==> src/rtl/alu_pkg.sv <==
package alu_pkg;
  localparam int unsigned OP_W = 4;

  typedef enum logic [OP_W-1:0] {
    OP_ADD  = 4'd0,
    OP_ADC  = 4'd1,
    OP_SUB  = 4'd2,
    OP_AND  = 4'd3,
    OP_OR   = 4'd4,
    OP_XOR  = 4'd5,
    OP_PASS = 4'd6,
    OP_ABS  = 4'd7,
    OP_DIVS = 4'd8,
    OP_DIVQ = 4'd9
  } alu_op_e;

  typedef struct packed {
    logic z;
    logic n;
    logic v;
    logic c;
    logic s;
    logic q;
  } alu_flags_t;

  localparam alu_flags_t FLAGS_RST = '{z: 1'b1, default: 1'b0};

  function automatic logic op_is_logic(alu_op_e op);
    return op inside {OP_AND, OP_OR, OP_XOR, OP_PASS};
  endfunction

  function automatic logic op_is_div(alu_op_e op);
    return op inside {OP_DIVS, OP_DIVQ};
  endfunction
endpackage

==> src/rtl/alu_adder.sv <==
module alu_adder #(
  parameter int unsigned W = 16
) (
  input  logic [W-1:0] a_i,
  input  logic [W-1:0] b_i,
  input  logic         c_i,
  output logic [W-1:0] sum_o,
  output logic         cout_o,  // carry out of top stage
  output logic         cpen_o   // carry out of stage W-2 (into top stage)
);
  logic [W:0] full;

  assign full   = {1'b0, a_i} + {1'b0, b_i} + {{W{1'b0}}, c_i};
  assign sum_o  = full[W-1:0];
  assign cout_o = full[W];
  // carry into top stage recovered from its sum bit
  assign cpen_o = a_i[W-1] ^ b_i[W-1] ^ full[W-1];
endmodule

==> src/rtl/alu_logic_unit.sv <==
module alu_logic_unit import alu_pkg::*; #(
  parameter int unsigned W = 16
) (
  input  alu_op_e      op_i,
  input  logic [W-1:0] a_i,
  input  logic [W-1:0] b_i,
  output logic [W-1:0] res_o
);
  always_comb begin
    case (op_i)
      OP_AND:  res_o = a_i & b_i;
      OP_OR:   res_o = a_i | b_i;
      OP_XOR:  res_o = a_i ^ b_i;
      default: res_o = a_i;
    endcase
  end
endmodule

==> src/rtl/alu_flag_next.sv <==
module alu_flag_next import alu_pkg::*; #(
  parameter int unsigned W = 16
) (
  input  alu_op_e      op_i,
  input  logic [W-1:0] res_i,
  input  logic         x_msb_i,
  input  logic         cout_i,
  input  logic         cpen_i,
  input  logic         q_new_i,
  input  alu_flags_t   flags_q_i,
  output alu_flags_t   flags_d_o
);
  logic res_zero;
  assign res_zero = ~|res_i;

  always_comb begin
    flags_d_o = flags_q_i;
    case (op_i)
      OP_ADD, OP_ADC, OP_SUB: begin
        flags_d_o.z = res_zero;
        flags_d_o.n = res_i[W-1];
        flags_d_o.c = cout_i;
        flags_d_o.v = cout_i ^ cpen_i;
      end
      OP_AND, OP_OR, OP_XOR, OP_PASS: begin
        flags_d_o.z = res_zero;
        flags_d_o.n = res_i[W-1];
        flags_d_o.c = 1'b0;
        flags_d_o.v = 1'b0;
      end
      OP_ABS: begin
        flags_d_o.z = res_zero;
        flags_d_o.n = res_i[W-1];
        flags_d_o.c = 1'b0;
        flags_d_o.v = x_msb_i & (cout_i ^ cpen_i);  // only min value overflows
        flags_d_o.s = x_msb_i;
      end
      OP_DIVS, OP_DIVQ: begin
        flags_d_o.z = res_zero;
        flags_d_o.n = res_i[W-1];
        flags_d_o.c = 1'b0;
        flags_d_o.v = 1'b0;
        flags_d_o.q = q_new_i;
      end
      default: ;
    endcase
  end
endmodule

==> src/rtl/alu_status_unit.sv <==
module alu_status_unit import alu_pkg::*; #(
  parameter int unsigned DATA_W = 16
) (
  input  logic              clk_i,
  input  logic              rst_ni,
  input  logic              valid_i,
  input  logic [OP_W-1:0]   op_i,
  input  logic [DATA_W-1:0] x_i,
  input  logic [DATA_W-1:0] y_i,
  output logic [DATA_W-1:0] result_o,
  output logic              zero_o,
  output logic              neg_o,
  output logic              ovf_o,
  output logic              carry_o,
  output logic              sign_o,
  output logic              quot_o
);
  localparam int unsigned MSB = DATA_W - 1;

  alu_op_e           op;
  alu_flags_t        flags_q, flags_d;
  logic [DATA_W-1:0] res_q, res_d;
  logic [DATA_W-1:0] add_a, add_b, add_sum, logic_res;
  logic              add_c, add_cout, add_cpen, q_new;

  assign op = alu_op_e'(op_i);

  // shared adder operand select
  always_comb begin
    add_a = x_i;
    add_b = y_i;
    add_c = 1'b0;
    case (op)
      OP_ADC: add_c = flags_q.c;
      OP_SUB, OP_DIVQ: begin
        add_b = ~y_i;
        add_c = 1'b1;
      end
      OP_ABS: begin
        add_a = '0;
        add_b = ~x_i;
        add_c = 1'b1;
      end
      default: ;
    endcase
  end

  alu_adder #(.W(DATA_W)) u_adder (
    .a_i    (add_a),
    .b_i    (add_b),
    .c_i    (add_c),
    .sum_o  (add_sum),
    .cout_o (add_cout),
    .cpen_o (add_cpen)
  );

  alu_logic_unit #(.W(DATA_W)) u_logic (
    .op_i  (op),
    .a_i   (x_i),
    .b_i   (y_i),
    .res_o (logic_res)
  );

  assign q_new = (op == OP_DIVS) ? ~(x_i[MSB] ^ y_i[MSB]) : add_cout;

  always_comb begin
    case (op)
      OP_ADD, OP_ADC, OP_SUB:         res_d = add_sum;
      OP_AND, OP_OR, OP_XOR, OP_PASS: res_d = logic_res;
      OP_ABS:                         res_d = x_i[MSB] ? add_sum : x_i;
      OP_DIVS:                        res_d = x_i;
      OP_DIVQ:                        res_d = add_cout ? add_sum : x_i;
      default:                        res_d = res_q;
    endcase
  end

  alu_flag_next #(.W(DATA_W)) u_flags (
    .op_i      (op),
    .res_i     (res_d),
    .x_msb_i   (x_i[MSB]),
    .cout_i    (add_cout),
    .cpen_i    (add_cpen),
    .q_new_i   (q_new),
    .flags_q_i (flags_q),
    .flags_d_o (flags_d)
  );

  always_ff @(posedge clk_i or negedge rst_ni) begin
    if (!rst_ni) begin
      res_q   <= '0;
      flags_q <= FLAGS_RST;
    end else if (valid_i) begin
      res_q   <= res_d;
      flags_q <= flags_d;
    end
  end

  assign result_o = res_q;
  assign zero_o   = flags_q.z;
  assign neg_o    = flags_q.n;
  assign ovf_o    = flags_q.v;
  assign carry_o  = flags_q.c;
  assign sign_o   = flags_q.s;
  assign quot_o   = flags_q.q;
endmodule

==> config.mk <==
export PLATFORM = sky130hd
export DESIGN_NAME = alu_status_unit
export DESIGN_NICKNAME = d
export VERILOG_FILES = /design/src/rtl/alu_pkg.sv /design/src/rtl/alu_adder.sv /design/src/rtl/alu_logic_unit.sv /design/src/rtl/alu_flag_next.sv /design/src/rtl/alu_status_unit.sv
export SDC_FILE = /design/constraint.sdc
export NUM_CORES = 1
export LEC_CHECK = 0
export ABC_CLOCK_PERIOD_IN_PS = 4050
export BUFFER_PORTS_ARGS = -buffer_cell sky130_fd_sc_hd__buf_2
export CORE_MARGIN = 3
export CORE_UTILIZATION = 40
export CTS_CLUSTER_DIAMETER = 150
export DETAILED_ROUTE_END_ITERATION = 7
export HOLD_SLACK_MARGIN = 0.02
export PLACE_DENSITY_LB_ADDON = 0.08
export SYNTH_ARGS = -nofsm -noshare
export SYNTH_HDL_FRONTEND = slang
export SYNTH_SLANG_ARGS = --single-unit
==> constraint.sdc <==
create_clock -name clk_i -period 4.05 [get_ports clk_i]
set_clock_uncertainty 0.2 [all_clocks]
set_input_delay 0.2025 -clock clk_i [delete_from_list [all_inputs] [get_ports clk_i]]
set_output_delay 0.2025 -clock clk_i [all_outputs]
set_load 0.02 [all_outputs]
* Word level (Yosys, flattened, before mapping)
Index checks and enable logic that the tools add are counted.
** Word-level totals
- Register bits :: 22
- Input bits :: 39
- Output and inout port bits :: 22
- Logic and storage cells :: 51
** Cells by class
- Equal/unequal tests :: 9
- Bitwise gates (word level) :: 11
- Reduce and logical (&&, ||, !) cells :: 13
- Mux-type cells :: 9
- Add/sub/neg operators :: 2
** Operators by type and width (count)
- 16-bit one-hot mux with 5 select lines :: 1
- 16-bit two-way mux :: 3
- 16-bit one-hot mux with 3 select lines :: 1
- 16-bit inverter :: 2
- 16-bit one-hot mux with 2 select lines :: 1
- 16-bit by 16-bit adder with 17-bit output :: 1
- 17-bit by 1-bit adder with 17-bit output :: 1
- 16-bit bitwise AND :: 1
- 4-bit by 3-bit == test with 1-bit output (second input constant) :: 4
- 16-bit OR :: 1
- 16-bit OR reduction :: 1
- 16-bit bitwise XOR :: 1
- 4-bit one-hot mux with 3 select lines :: 1
- 4-bit by 2-bit == test with 1-bit output (second input constant) :: 2
- 4-bit == test (second input constant) :: 2
- 2-bit AND reduction :: 3
- 3-bit OR reduction :: 2
- 6-bit OR reduction :: 1
- 4-bit by 1-bit == test with 1-bit output (second input constant) :: 1
- 4-bit zero test :: 1
- 2-bit OR reduction :: 2
- 4-bit OR reduction :: 1
- 1-bit bitwise XOR :: 4
- 3-bit nonzero test :: 1
- other kinds (5) :: 5

* Logic depth before layout (Yosys ltp)
Gate-level depths: netlist of the first run.
- Word-level depth :: 10
- Gate-level depth with buffers :: 20
- Depth with buffers taken out :: 18

* By module
A second synthesis of the first run with hierarchy kept.
** Second synthesis, totals
- Cells, all modules :: 514
- Area total of the unflattened synthesis :: 4265.3 um^2
** Modules (own cells, without submodules)
- alu_status_unit :: cells an instance 255, area an instance 2128.3 um^2, sequential area each 551.8 um^2, instances 1
- alu_logic_unit :: cells an instance 134, area an instance 1113.6 um^2, sequential area each 0.0 um^2, instances 1
- alu_adder :: cells an instance 101, area an instance 859.6 um^2, sequential area each 0.0 um^2, instances 1
- alu_flag_next :: cells an instance 24, area an instance 163.9 um^2, sequential area each 0.0 um^2, instances 1

* Worst setup path before layout of the first run
Ideal clock, no wire load.
- Kind :: input-to-reg
- Start point :: in op_i[0]
- End point :: reg flags_q (netlist bit zero_o)
- Required time :: 3.789 ns
- Cell stages on the path :: 19
- Setup slack :: -0.402 ns
- Arrival :: 4.190 ns
- Cells stage by stage :: clkbuf_1 buf_2 buf_2 buf_2 a21oi_1 o21ai_0 o21ai_0 fa_1 inv_1 fa_1 nand2b_1 a2111oi_4 a211oi_2 o31ai_4 a211oi_1 o211ai_1 nor4_1 and3_1 a32o_2
** Between the ends
- Longest elaborated chain between the ends :: 10
- Elaborated cells on any way between the ends :: 29
** RTL lines
- start, declared :: RTL line alu_status_unit.sv:7 : input logic [OP_W-1:0] op_i,
- 4-bit by 2-bit == test with 1-bit output / 4-bit == test (equally long branches) :: RTL line alu_flag_next.sv:18, alu_status_unit.sv:33, alu_status_unit.sv:67
- 2-bit OR reduction :: RTL line alu_status_unit.sv:33 : case (op)
- 16-bit one-hot mux with 2 select lines :: RTL line alu_status_unit.sv:33
- 16-bit by 16-bit adder with 17-bit output :: RTL line alu_adder.sv:13 : assign full = {1'b0, a_i} + {1'b0, b_i} + {{W{1'b0}}, c_i};
- 17-bit by 1-bit adder with 17-bit output :: RTL line alu_adder.sv:13
- 16-bit two-way mux (on tied branches) :: RTL line alu_status_unit.sv:72, alu_status_unit.sv:70
- 16-bit one-hot mux with 5 select lines :: RTL line alu_status_unit.sv:67 : case (op)
- 16-bit OR reduction :: RTL line alu_flag_next.sv:14 : assign res_zero = ~|res_i;
- 1-bit zero test :: RTL line alu_flag_next.sv:14
- 4-bit one-hot mux with 3 select lines :: RTL line alu_flag_next.sv:18 : case (op_i)
- end signal, assigned :: RTL line alu_status_unit.sv:94 : flags_q <= flags_d;
- end, declared :: RTL line alu_status_unit.sv:21 : alu_flags_t flags_q, flags_d;
Several ways; a longest one is shown, not always the timed one. The select of a mux whose other input is x is not followed.
A chain may end at the register's enable or synchronous reset.

* Worst setup path in the final report of the first run
- Start point :: reg flags_q (netlist bit carry_o)
- End point :: reg flags_q (netlist bit zero_o)
** Between the ends
- Longest elaborated chain between the ends :: 7
- Elaborated cells on any way between the ends :: 8
** RTL lines (RTL line)
- 1-bit one-hot mux with 2 select lines * :: alu_status_unit.sv:33
- 17-bit by 1-bit adder with 17-bit output * :: alu_adder.sv:13
- 16-bit two-way mux (on tied branches) :: alu_status_unit.sv:72, alu_status_unit.sv:70
- 16-bit one-hot mux with 5 select lines * :: alu_status_unit.sv:67
- 16-bit OR reduction * :: alu_flag_next.sv:14
- 1-bit zero test * :: alu_flag_next.sv:14
- 4-bit one-hot mux with 3 select lines * :: alu_flag_next.sv:18
Every way passes the cells marked *; elsewhere a longest branch is shown, timed or not. The select of a mux whose other input is x is not followed.

==> impl_metrics.toml, run 1 <==
[outcome]
outcome = "complete, no violations"

[logic_synthesis]
synth_common_cells = "nor2_1 (59), o21ai_0 (50), ha_1 (47)"
ys_warn_count = 0
async_flop_share = 1.00
synth_most_common_cell = "nor2_1"
synth_cells = 470
synth.distinct_cells = 60
syn_nets = 558
yosys.area.top_type_share = 0.171
synthTopCellsByArea = "ha_1 (17%), dfrtp_1 (15%), o21ai_0 (7.3%), a21oi_1 (6.7%), nor2_1 (6.4%)"
yosys_register_bits = 22
synth_top_cell_by_area = "ha_1"
ys.flop_type = "dfrtp_1"
synth_enable_flop_cells = 0
syn_avg_cell_area_um2 = 7.32
synth-seq-area-share = 0.160
synth_area_um2 = 3440

[critical_path]
crit_start = "carry_o"
r2r_slack_ps = 130
reg2reg_depth = 15
cp-start-kind = "register"
cp.required_ps = 4050
crit_path_end = "zero_o"
critPathArrivalTime_ps = 3920
worst-path-max-fanout = 5
path_cells = "nor2_1 > o22ai_1 > fa_2 > inv_1 > fa_1 > nand2b_4 > a2111oi_4 > a211o_4 > buf_4 > a21oi_1 > o211ai_1 > o21ai_0 > nor4_2 > and3_1 > a32o_2"
r2r_end = "zero_o"
r2r_start = "carry_o"
cp-end-kind = "register"
path_class = "reg -> reg"
crit_slowest_cell = "fa_1"
cpPeakStageDelay_ps = 450

[sta]
slew_viol_final = 0
finalCritPeriodShare = 0.967
post-route-min-period_ps = 3920
final-setup-viol-count = 0
whs_ps = 161
relSlewSlack = 0.469
fin_ws_ps = 133
hold_viol = 0
tightest_slew_ps = 794
fmax_mhz = 255

[cts]
cts.clk_slew.worst_paths_ps = 70
cts_tree = "yes"
numClockSinks = 22
ctsHtreeMaxLevel = 1
cts_root_buf = "clkbuf_8"
clockBufferDepth = 2
cts_made_buffers = 3
clk_latency_ps = 250

[placed_design]
dp_slack_ps = -187
io_buffer_count = 60
dp_hpwl_mm = 9.58
gp_congestion = 0.947
placed_cell_area_um2 = 4090

[global_routing]
grt_pass1_wl_mm = 18.9
grt_pass1_vias = 3667
grt_usage = 0.236
antenna_found_initial = 0
grt_max_degree = 27
grt_overflow = 0

[cells_and_area]
nNetsFinal = 648
antenna_cells = 0
syn_to_final_growth_pct = 25.8
design_area_um2 = 4330
final_core_util = 0.522
drive_gt1_frac = 0.250

[route]
drtIter0Drc = 309
num_vias = 3856
firstDrtPassIters = 4
vias_per_cell = 5.81
finalWirelength_mm = 11.9
ant_nets = 0
drt-wirelength-per-cell_um = 17.9
drc = 0

[worst_hold_path]
hold_depth = 3
hold_class = "in -> reg"
min-delay-start = "x_i[15]"

[job]
maxCapViolCount = 0

[power]
power_uw = 1190
p_leak_uw = 0.00206
vdd_drop_max_mv = 0.105
p_per_area_nw_per_um2 = 275

[floorplanning]
rows = 33
die_x_um = 98.8
initial_core_util = 0.415
die_h_um = 98.8
io_pins = 61
fp.dieArea_um2 = 9750
coreArea_um2 = 8300
critical path: cells and delay by family, from the launching register on:
kind	cells	cell delay, ps
buffers and inverters	2	190
adder cells (fa/ha/maj)	2	740
flip-flops	1	400
AO/OA/AOI/OAI	7	1580
AND/OR/NAND/NOR	4	760
power breakdown:
part	switching (µW)	internal (µW)
sequential	30.1	264
combinational	441	305
clock	65.6	86.4
flip-flops by register name, indices dropped and copies added, names as in the netlist:
signal	flops
quot_o	1
sign_o	1
carry_o	1
neg_o	1
zero_o	1
result_o	16
ovf_o	1
metrics by stage:
stage | cells | TNS [ps]
2_1_floorplan | 470 | 0
3_3_place_gp | 649 | 0
3_5_place_dp | 649 | -187
4_1_cts | 654 | 0
5_1_grt | 664 | -20.6
6_report | 664 | 0
layout by cell type, fill, tap and decap left out, types with 4 or more instances in the layout:
cell / instances
dfrtp_1: 21
nor2_1: 57
buf_2: 60
nand3_1: 6
clkbuf_8: 4
o22ai_1: 6
a22oi_1: 17
o211ai_1: 5
nand2_1: 35
o21ai_1: 5
a21oi_1: 45
a22o_1: 13
nor2b_1: 5
nand2b_1: 4
inv_1: 42
nor3_1: 8
buf_4: 43
o21ai_0: 46
xor2_1: 6
ha_1: 47
xnor2_1: 9
how the worst min path moves through the flow:
stage | end | slack, ps
after CTS | sign_o | 150
final | sign_o | 160
after detailed placement | result_o[2] | -9
after global placement | result_o[3] | -10
after global routing | sign_o | 180
after floorplan | carry_o | -290
final cells by class:
cell class                      instances  area, µm²
Timing Repair Buffer                  108        683
Sequential cell                        22        552
Inverter                               42        158
Tap cell                              105        131
Multi-Input combinational cell        383       2750
Clock buffer                            4       55.1
Fill cell                             830       3970
timing repair:
action,4_1_cts,5_1_grt
resized for setup,0,18
hold buffers,1,0
setup endpoints to repair,0,2
hold endpoints to repair,21,0
buffers inserted,0,9
logic make-up after synthesis:
group / after synthesis / share of synthesized area
AO/OA/AOI/OAI: 182 / 0.361
AND/OR/NAND/NOR: 135 / 0.178
buffers and inverters: 65 / 0.0742
adder cells (fa/ha/maj): 49 / 0.182
flip-flops: 22 / 0.160
XOR/XNOR: 15 / 0.0382
multiplexers: 2 / 0.00582
routing by layer:
metal | GRT usage | part of all wire | wire (µm) | up-vias
met2 | 0.380 | 0.46 | 5490 | 130
li1 | - | - | - | 1886
met4 | 0.0651 | 0.022 | 261 | 0
met5 | 0 | 0 | 0 | -
met1 | 0.339 | 0.45 | 5390 | 1824
met3 | 0.0184 | 0.063 | 754 | 16
Note: power is estimated with default switching activity, not from simulation.
==> inputs of run 2 (changes only) <==
--- a/config.mk
+++ b/config.mk
@@ -5,7 +5,7 @@
 export SDC_FILE = /design/constraint.sdc
 export NUM_CORES = 1
 export LEC_CHECK = 0
-export ABC_CLOCK_PERIOD_IN_PS = 4050
+export ABC_CLOCK_PERIOD_IN_PS = 4900
 export BUFFER_PORTS_ARGS = -buffer_cell sky130_fd_sc_hd__buf_2
 export CORE_MARGIN = 3
 export CORE_UTILIZATION = 40
==> constraint.sdc (replaced) <==
create_clock -name clk_i -period 4.9 [get_ports clk_i]
set_clock_uncertainty 0.2 [all_clocks]
set_input_delay 0.245 -clock clk_i [delete_from_list [all_inputs] [get_ports clk_i]]
set_output_delay 0.245 -clock clk_i [all_outputs]
set_load 0.02 [all_outputs]
==> run 2 against run 1 <==
Compared with the run above: final area decreased by 9.5%; die area did not move; global-route usage is 0.52 points lower; sequential share of layout area rose by 1.3 points; first-iteration DRC count is 22% lower; worst setup slack improved by 360 ps; register-to-register slack improved by 710 ps; clock-buffer cell count decreased by 1; worst hold slack improved by 9.5 ps; via count shrank 3.9%; total power down 22%; critical path type is now in -> reg; largest power group unchanged; highest routed layer unchanged.
==> impl_metrics.toml, run 2 (synthesis gave the netlist of run 1 again) <==
[cts]
ctsResizeCount = 0
cts_root_buf = "clkbuf_8"
cts_made_buffers = 3
ctsHtreeMaxLevel = 1
postCtsSetupBuffers = 0
cts.clk_slew.worst_paths_ps = 80
numClockSinks = 22
cts_tree = "yes"
clockBufferDepth = 2
clk_latency_ps = 260
holdBufCountCts = 1

[power]
p_per_area_nw_per_um2 = 238
comb_power_share = 0.561
vdd_drop_max_mv = 0.127
p_leak_uw = 0.00185
power.switching_uw = 413
swShare = 0.443
power_frac_seq = 0.260
p_int_uw = 519
pwr-share-clk = 0.180

[route]
num_vias = 3705
firstDrtPassIters = 5
ant_nets = 0
vias_per_cell = 5.93
finalWirelength_mm = 11.3
drc = 0
drtIter0Drc = 242
drt-wirelength-per-cell_um = 18.1

[cells_and_area]
seqCellArea_um2 = 552
drive_gt1_frac = 0.171
antenna_cells = 0
nNetsFinal = 609
fill_cells = 882
final_common_cell = "buf_2"
largest_reg_flops = 16
layout_common_cells = "buf_2 (60), nor2_1 (58), o21ai_0 (50)"
multiInputGateArea_um2 = 2640
syn_to_final_growth_pct = 13.9

[critical_path]
cp-start-kind = "input port"
cpPeakStageDelay_ps = 520
crit_slowest_cell = "o21ai_0"
path_cells = "buf_2 > nand2b_1 > nor2_1 > a21oi_1 > o21ai_0 > o21ai_0 > fa_1 > inv_1 > fa_1 > nand2b_1 > a2111oi_4 > a211oi_2 > o31a_1 > o21ai_0 > nor4_1 > and3_1 > a32o_2"
cp-end-kind = "register"
path_class = "in -> reg"
crit_start = "op_i[3]"
cp.required_ps = 4900
cpLargestDelayFamily = "compound AO/OA/AOI/OAI gates"
worst-path-max-fanout = 23
critPathArrivalTime_ps = 4410
cp_common_cell = "o21ai_0"
cp_num_buf_inv = 2
r2r_start = "carry_o"

[global_routing]
grt_usage = 0.231
grt_pass1_vias = 3495
grt_max_degree = 24
grt_pass1_wl_mm = 18.4
antenna_found_initial = 0
grt_overflow = 0

[floorplanning]
die_x_um = 98.8
coreArea_um2 = 8300
die_h_um = 98.8
fp.dieArea_um2 = 9750
rows = 33
io_pins = 61
initial_core_util = 0.415

[sta]
fmax_mhz = 227
fin_ws_ps = 495
relSlewSlack = 0.501
post-route-min-period_ps = 4400
rsz0062_at_grt = "false"
slew_viol_final = 0
final.setup.tns_ps = 0
finalCritPeriodShare = 0.899
final-setup-viol-count = 0
hold_viol = 0
tightest_slew_ps = 744

[worst_hold_path]
hold_class = "in -> reg"
min-delay-start = "x_i[13]"

[placed_design]
dp_slack_ps = 287
io_buffer_count = 60
dp_hpwl_mm = 9.01
gp_congestion = 0.895

[outcome]
outcome = "complete, no violations"

[job]
maxCapViolCount = 0
run 2: cell types whose count changed in the layout (fill, tap and decap cells not counted), sizes merged:
| cell | delta |
|---|---|
| buf | -38 |
| clkbuf | -2 |
| bufinv | +1 |
run 2: through the flow:
| stage | std cells | utilization | area [µm²] | hold WS (ps) | power, µW |
|---|---|---|---|---|---|
| finish | 625 | 0.472 | 3920 | 171 | 932 |
| global route | 625 | 0.472 | 3920 | 219 | 1010 |
| CTS | 625 | 0.472 | 3920 | 176 | 934 |
| detailed placement | 620 | 0.463 | 3840 | 34.0 | 764 |
| global placement | 620 | 0.463 | 3840 | 29.0 | 759 |
| floorplan | 470 | - | 3440 | -251 | 601 |
run 2: area by class of cell:
| class | count | share of cell area |
|---|---|---|
| clock buffers | 3 | 0.0105 |
| inverters | 42 | 0.0402 |
| multi-input cells | 383 | 0.673 |
| flip-flops and latches | 22 | 0.141 |
| repair buffers | 69 | 0.0945 |
| clock inverters | 1 | 0.00766 |
| well taps | 105 | 0.0335 |
run 2: worst paths after layout:
check / end / slack, ps / cells past startpoint
worst max-delay path: zero_o / 500 / 17
worst min-delay path: result_o[13] / 170 / 3
worst max register to register: zero_o / 840 / 13
worst min register to register: result_o[1] / 280 / 2
max in group asynchronous: zero_o / 3880 / 2
min in group asynchronous: result_o[5] / 270 / 2
run 2: worst min-delay path, cell delays in order:
cell and delay [ps]:
buf_2 110, a221oi_1 110, o21ai_0 140
run 2: power by group through the flow:
stage | Clock [µW] | Combinational (µW) | Sequential [µW]
after floorplan | 0 | 312 | 288
after global placement | 0 | 514 | 245
after detailed placement | 0 | 518 | 246
after CTS | 171 | 521 | 243
after global routing | 179 | 580 | 247
final | 167 | 523 | 242
run 2: metal layers:
metal,part of all wire,global-route usage
met4,0.014,0.0504
met5,0,0
met2,0.47,0.385
met1,0.46,0.326
met3,0.059,0.0177
